## src/rtl/mbox_regblk.sv

```systemverilog
module mbox_regblk #(
  parameter logic [7:0] INIT_ID = 8'hA5
) (
  input  logic        clk,
  input  logic        rst_n,
  input  logic        h_wr,
  input  logic [7:0]  h_addr,
  input  logic [31:0] h_wdata,
  input  logic        h_byte,
  output logic [31:0] h_rdata,
  output logic        h_irq,
  output logic        c_doorbell,
  output logic [31:0] c_cmd,
  input  logic [1:0]  c_idx,
  output logic [31:0] c_wbuf_rdata,
  input  logic        c_rbuf_we,
  input  logic [31:0] c_rbuf_wdata,
  input  logic        c_done,
  input  logic        c_err,
  input  logic [7:0]  c_errcode
);
  localparam int WORDS = 4;

  logic        busy_q, err_q, ovr_q, db_q, irq_q;
  logic [7:0]  ecode_q;
  logic [31:0] cmd_q;
  logic [31:0] wbuf [WORDS];
  logic [31:0] rbuf [WORDS];
  logic [31:0] status, word;

  wire cmd_wr = h_wr && (h_addr[7:2] == 6'h00);
  wire accept = cmd_wr && !busy_q;
  wire fin    = c_done && busy_q;

  assign status     = {8'h00, ecode_q, INIT_ID, cmd_q[15:12], 1'b0, ovr_q, err_q, busy_q};
  assign c_cmd      = cmd_q;
  assign c_doorbell = db_q;
  assign h_irq      = irq_q;

  always_ff @(posedge clk or negedge rst_n) begin
    if (!rst_n) begin
      busy_q  <= 1'b0;
      err_q   <= 1'b0;
      ovr_q   <= 1'b0;
      db_q    <= 1'b0;
      irq_q   <= 1'b0;
      ecode_q <= 8'h00;
      cmd_q   <= 32'h0;
    end else begin
      db_q  <= cmd_wr;
      irq_q <= fin && cmd_q[8];
      if (cmd_wr && busy_q) ovr_q <= 1'b1;
      if (accept) begin
        busy_q  <= 1'b1;
        cmd_q   <= h_wdata;
        err_q   <= 1'b0;
        ecode_q <= 8'h00;
      end else if (fin) begin
        busy_q  <= 1'b0;
        err_q   <= c_err;
        ecode_q <= c_errcode;
      end
    end
  end

  always_ff @(posedge clk or negedge rst_n) begin
    if (!rst_n) begin
      for (int i = 0; i < WORDS; i++) begin
        wbuf[i] <= 32'h0;
        rbuf[i] <= 32'h0;
      end
    end else begin
      if (h_wr && h_addr[7:4] == 4'h8) wbuf[h_addr[3:2]] <= h_wdata;
      if (c_rbuf_we) rbuf[c_idx] <= c_rbuf_wdata;
    end
  end

  always_comb begin
    word = 32'h0;
    if (h_addr[7:2] == 6'h01) word = status;
    else if (h_addr[7:4] == 4'h9) word = rbuf[h_addr[3:2]];
    h_rdata = h_byte ? {24'h0, word[8*h_addr[1:0] +: 8]} : word;
  end

  for (genvar b = 0; b < 4; b++) begin : g_lane
    assign c_wbuf_rdata[8*b +: 8] =
      ({4'h0, c_idx, 2'(b)} < cmd_q[23:16]) ? wbuf[c_idx][8*b +: 8] : 8'h00;
  end

  AST_ACCEPT_LOADS: assert property (@(posedge clk) disable iff (!rst_n)
    accept |=> busy_q && cmd_q == $past(h_wdata));
  AST_DOORBELL_PULSE: assert property (@(posedge clk) disable iff (!rst_n)
    cmd_wr |=> c_doorbell);
  AST_BUSY_HOLD: assert property (@(posedge clk) disable iff (!rst_n)
    busy_q && !c_done |=> busy_q);
  AST_IDLE_DONE_IGNORED: assert property (@(posedge clk) disable iff (!rst_n)
    !busy_q && c_done && !cmd_wr |=> !busy_q && $stable(ecode_q) && $stable(err_q));
  AST_IRQ_SOURCE: assert property (@(posedge clk) disable iff (!rst_n)
    h_irq |-> $past(c_done && busy_q && cmd_q[8]));
  AST_IRQ_SINGLE: assert property (@(posedge clk) disable iff (!rst_n)
    h_irq |=> !h_irq);
  AST_OVERRUN_KEEP: assert property (@(posedge clk) disable iff (!rst_n)
    cmd_wr && busy_q |=> ovr_q && $stable(cmd_q));
endmodule

```

## config.mk

```make
export PLATFORM = sky130hd
export DESIGN_NAME = mbox_regblk
export DESIGN_NICKNAME = d
export VERILOG_FILES = /design/src/rtl/mbox_regblk.sv
export SDC_FILE = /design/constraint.sdc
export NUM_CORES = 1
export LEC_CHECK = 0
export ABC_CLOCK_PERIOD_IN_PS = 2000
export BUFFER_PORTS_ARGS = -buffer_cell sky130_fd_sc_hd__buf_2
export CAP_MARGIN = 15
export CORE_MARGIN = 2
export CORE_UTILIZATION = 50
export CTS_BUF_LIST = sky130_fd_sc_hd__clkbuf_4 sky130_fd_sc_hd__clkbuf_8
export DETAILED_ROUTE_END_ITERATION = 8
export PLACE_DENSITY = 0.74
export SLEW_MARGIN = 30
export SYNTH_ARGS = -nofsm -noshare
export SYNTH_HDL_FRONTEND = slang
export SYNTH_SLANG_ARGS = --single-unit
```

## constraint.sdc

```tcl
create_clock -name clk -period 2 [get_ports clk]
set_input_delay 0.4 -clock clk [delete_from_list [all_inputs] [get_ports clk]]
set_output_delay 0.4 -clock clk [all_outputs]
set_load 0.02 [all_outputs]
```

==> metrics.md <==
| Metric | Value |
|---|---|
| RSZ-0062 raised after global routing | `true` |
| R2R cell count | `3` |
| Nets | `1282` |
| Fraction of registers with async set/reset | `100%` |
| CTS Buf Count | `50` |
| Finish-stage setup viols | `64` |
| CP Max Fanout | `8` |
| Post-synthesis simple-gate area fraction | `5.06%` |
| DR vias/cell | `5.74` |
| Boundary Pins | `187` |
| Lkg Pwr | `0.00842 uW` |
| Worst setup EP type | `output pin` |
| Via count | `9009` |
| Post-layout utilization of the core | `66.8%` |
| Max Cap Violations | `0` |
| Initial core utilization | `51.0%` |
| Startpoint Class | `register` |
| Status | `finished with violations` |
| Slowest stage delay, CP | `590 ps` |
| WHS | `66.3 ps` |
| First-pass GRT wire length | `53000 um` |
| Syn Inst Count | `914` |
| Fill count | `1816` |
| Largest family of logic cells by synthesized area | `multiplexers` |
| Layout cells sized above 1 | `55.7%` |
| Clock Path Buffers | `3` |
| Worst setup path endpoint | `c_wbuf_rdata[27]` |
| Largest net degree at the start of global routing | `62` |
| Fin. max-slew vios | `0` |
| Worst hold path type | `in -> reg` |
| Adder-cell area share of the yosys netlist | `0.273%` |
| RR Endpoint | `c_cmd[5]` |
| Worst-Skew Late Latency | `560 ps` |
| Reg2reg setup slack | `630 ps` |
| GRT Total Usage | `23.6%` |
| WS Path Type | `reg -> out` |
| Pre-antenna DRT Iters | `4` |
| Mux cell area share after synthesis | `34.2%` |
| IR drop worst, VDD | `0.585 mV` |
| Period minus WS final | `2640 ps` |
| Clock Sinks | `301` |
| Vias in the first global route | `9614` |
| CTS clock-pin slew for the worst setup and hold paths | `60 ps` |
| Detailed-placement wirelength estimate | `22500 um` |
| Synth Area in XOR/XNOR | `0%` |
| Violated checks | `setup timing` |
| Row count | `60` |
| Crit. Startpoint | `c_cmd[23]` |
| Sequential Area | `0.00753 mm^2` |
| Max stage delay cell, worst path | `or4_4` |
| Die ar. | `0.0288 mm^2` |
| Net Count, Synth | `1006` |
| Gr ovfl total | `0` |
| Dpl ws | `-572 ps` |
| Fin. Hold Viols | `0` |
| Fin crit share | `132%` |
| Routed len/inst | `21.7 um` |
| Fin area | `0.0180 mm^2` |
| FMAX | `379 MHz` |
| H-tree levels | `2` |
| ANT nets after route | `0` |
| I/O Buffers | `186` |
| Critical Path RT | `1600 ps` |
| Syn-to-layout area delta | `31.0%` |
| Multi-input gate area in the final layout | `0.00647 mm^2` |
| Initial antenna violation count | `3` |
| Worst R2R Start | `busy_q` |
| Rel. slew slack | `62.0%` |
| Die H | `170 um` |
| # DRC | `0` |
| Final WL | `34000 um` |
| Core area | `0.0270 mm^2` |
| Worst Path Arrival | `2240 ps` |
| Placed inst area | `0.0160 mm^2` |
| Post-synth EDFFs | `0` |
| Die Width | `170 um` |
| Cell variety after synth | `44` |
| Synth Area in Compound Gates | `3.03%` |
| Ys flop type | `dfrtp_1` |
| GP Congestion | `0.915` |
| Mapped Area | `0.0137 mm^2` |
| Post-synthesis sequential area ratio | `54.8%` |
| CP cell instances | `or4_4 > buf_6 > a21oi_4 > buf_12 > nor2b_1 > buf_2` |
| Clk root buf | `clkbuf_8` |
| First DRT Iteration DRCs | `542` |
| Synthesized area per cell | `15.0 um^2` |
| Setup TNS | `-29340 ps` |
| Least-Margin Pin Slew | `570 ps` |
| Ys Warns | `0` |
| Post-synthesis register bit count | `301` |
| Worst Skew | `11.2 ps` |
| Power density over cell area | `953 mW/mm^2` |
| TritonCTS clock tree | `done` |
| Setup WS post-layout | `-636 ps` |
[sequential cells by signal (all words and copies together) (netlist names)]
| register | flops |
|---|---|
| rbuf | 128 |
| wbuf | 128 |
| c_cmd | 32 |
| ecode_q | 8 |
| busy_q | 1 |
| c_doorbell | 1 |
| err_q | 1 |
| h_irq | 1 |
| ovr_q | 1 |
[kinds of logic (layout without fill, tap and decap cells)]
| logic type | Yosys count | count (layout) |
|---|---|---|
| buffers and inverters | 67 | 380 |
| AO/OA/AOI/OAI | 63 | 63 |
| other | 0 | 1 |
| AND/OR/NAND/NOR | 127 | 127 |
| flip-flops | 301 | 301 |
| adder cells (fa/ha/maj) | 3 | 3 |
| multiplexers | 353 | 353 |
[metrics by stage]
step,total power (uW),cells
floorplan,9540,914
finish,17200,1569
global route,17900,1568
detailed placement,10800,1473
global placement,10700,1473
CTS,17100,1565
[layout by cell type, fill, tap and decap left out, types with 12 or more instances in the layout]
cell,n
clkbuf_4,18
dfrtp_1,301
buf_4,65
buf_6,62
nor2_1,13
nand2_1,27
buf_12,28
buf_2,124
clkbuf_8,68
mux2_1,146
mux4_2,64
mux2_2,142
nor2b_4,28
and3_4,12
[metal layers]
| layer | routed length, um | share of wire (%) | GRT usage [%] | vias to the layer above |
|---|---|---|---|---|
| li1 | - | - | - | 3944 |
| met1 | 14600 | 43 | 32.4 | 4719 |
| met2 | 16700 | 49 | 38.3 | 264 |
| met3 | 1690 | 5.0 | 3.89 | 78 |
| met4 | 1030 | 3.0 | 8.66 | 4 |
| met5 | 25 | 0.074 | 0 | - |
[critical path: cells and delay by family, from the launching register on]
family | cells | cell delay (ps)
AOI/OAI and AO/OA | 1 | 130
buffers and inverters | 3 | 490
DFF | 1 | 400
and+or+nand+nor | 2 | 640
[power breakdown]
group	internal, uW	switching (uW)	total, uW
combinational	1900	1630	3530
sequential	7100	561	7660
clock	3590	2380	5970
total	12600	4570	17200
[what timing repair did]
item,4_1_cts,5_1_grt
buffers inserted,5,5
pin swaps,41,19
gates cloned,0,0
gates resized for setup,143,74
hold buffers,1,0
endpoints found under the hold margin,51,0
endpoints found under the setup margin,64,64
[area by class of cell]
cell class | count | share of cell area [%]
diodes | 1 | 0.0139
clock buffers | 86 | 5.95
clock inverters | 3 | 0.361
inverters | 9 | 0.188
multi-input cells | 546 | 35.9
flip-flops and latches | 301 | 41.8
well taps | 341 | 2.37
repair buffers | 282 | 13.4
[synth_stat cells, types with 5 or more instances]
library cell | n | area (um^2)
dfrtp_1 | 301 | 7530
mux2_1 | 146 | 1640
mux2_2 | 142 | 1600
mux4_2 | 64 | 1440
nor2b_1 | 34 | 213
buf_2 | 31 | 155
nand2_1 | 31 | 116
nor2_1 | 23 | 86.3
a21oi_1 | 19 | 95.1
and3_1 | 13 | 81.3
clkbuf_1 | 13 | 48.8
o21ai_0 | 12 | 60.1
inv_1 | 9 | 33.8
a22oi_1 | 7 | 52.6
a31oi_1 | 7 | 43.8
buf_6 | 7 | 78.8
nand3_1 | 5 | 25.0
nand3b_1 | 5 | 37.5
[worst min path at each step]
stage,end,cells after the start,start
detailed placement,wbuf[98],1,rst_n
finish,ecode_q[2],3,c_errcode[2]
global route,ecode_q[0],3,c_errcode[0]
CTS,ecode_q[2],3,c_errcode[2]
floorplan,busy_q,0,rst_n
global placement,wbuf[98],1,rst_n
Note: power is estimated with default switching activity, not from simulation.
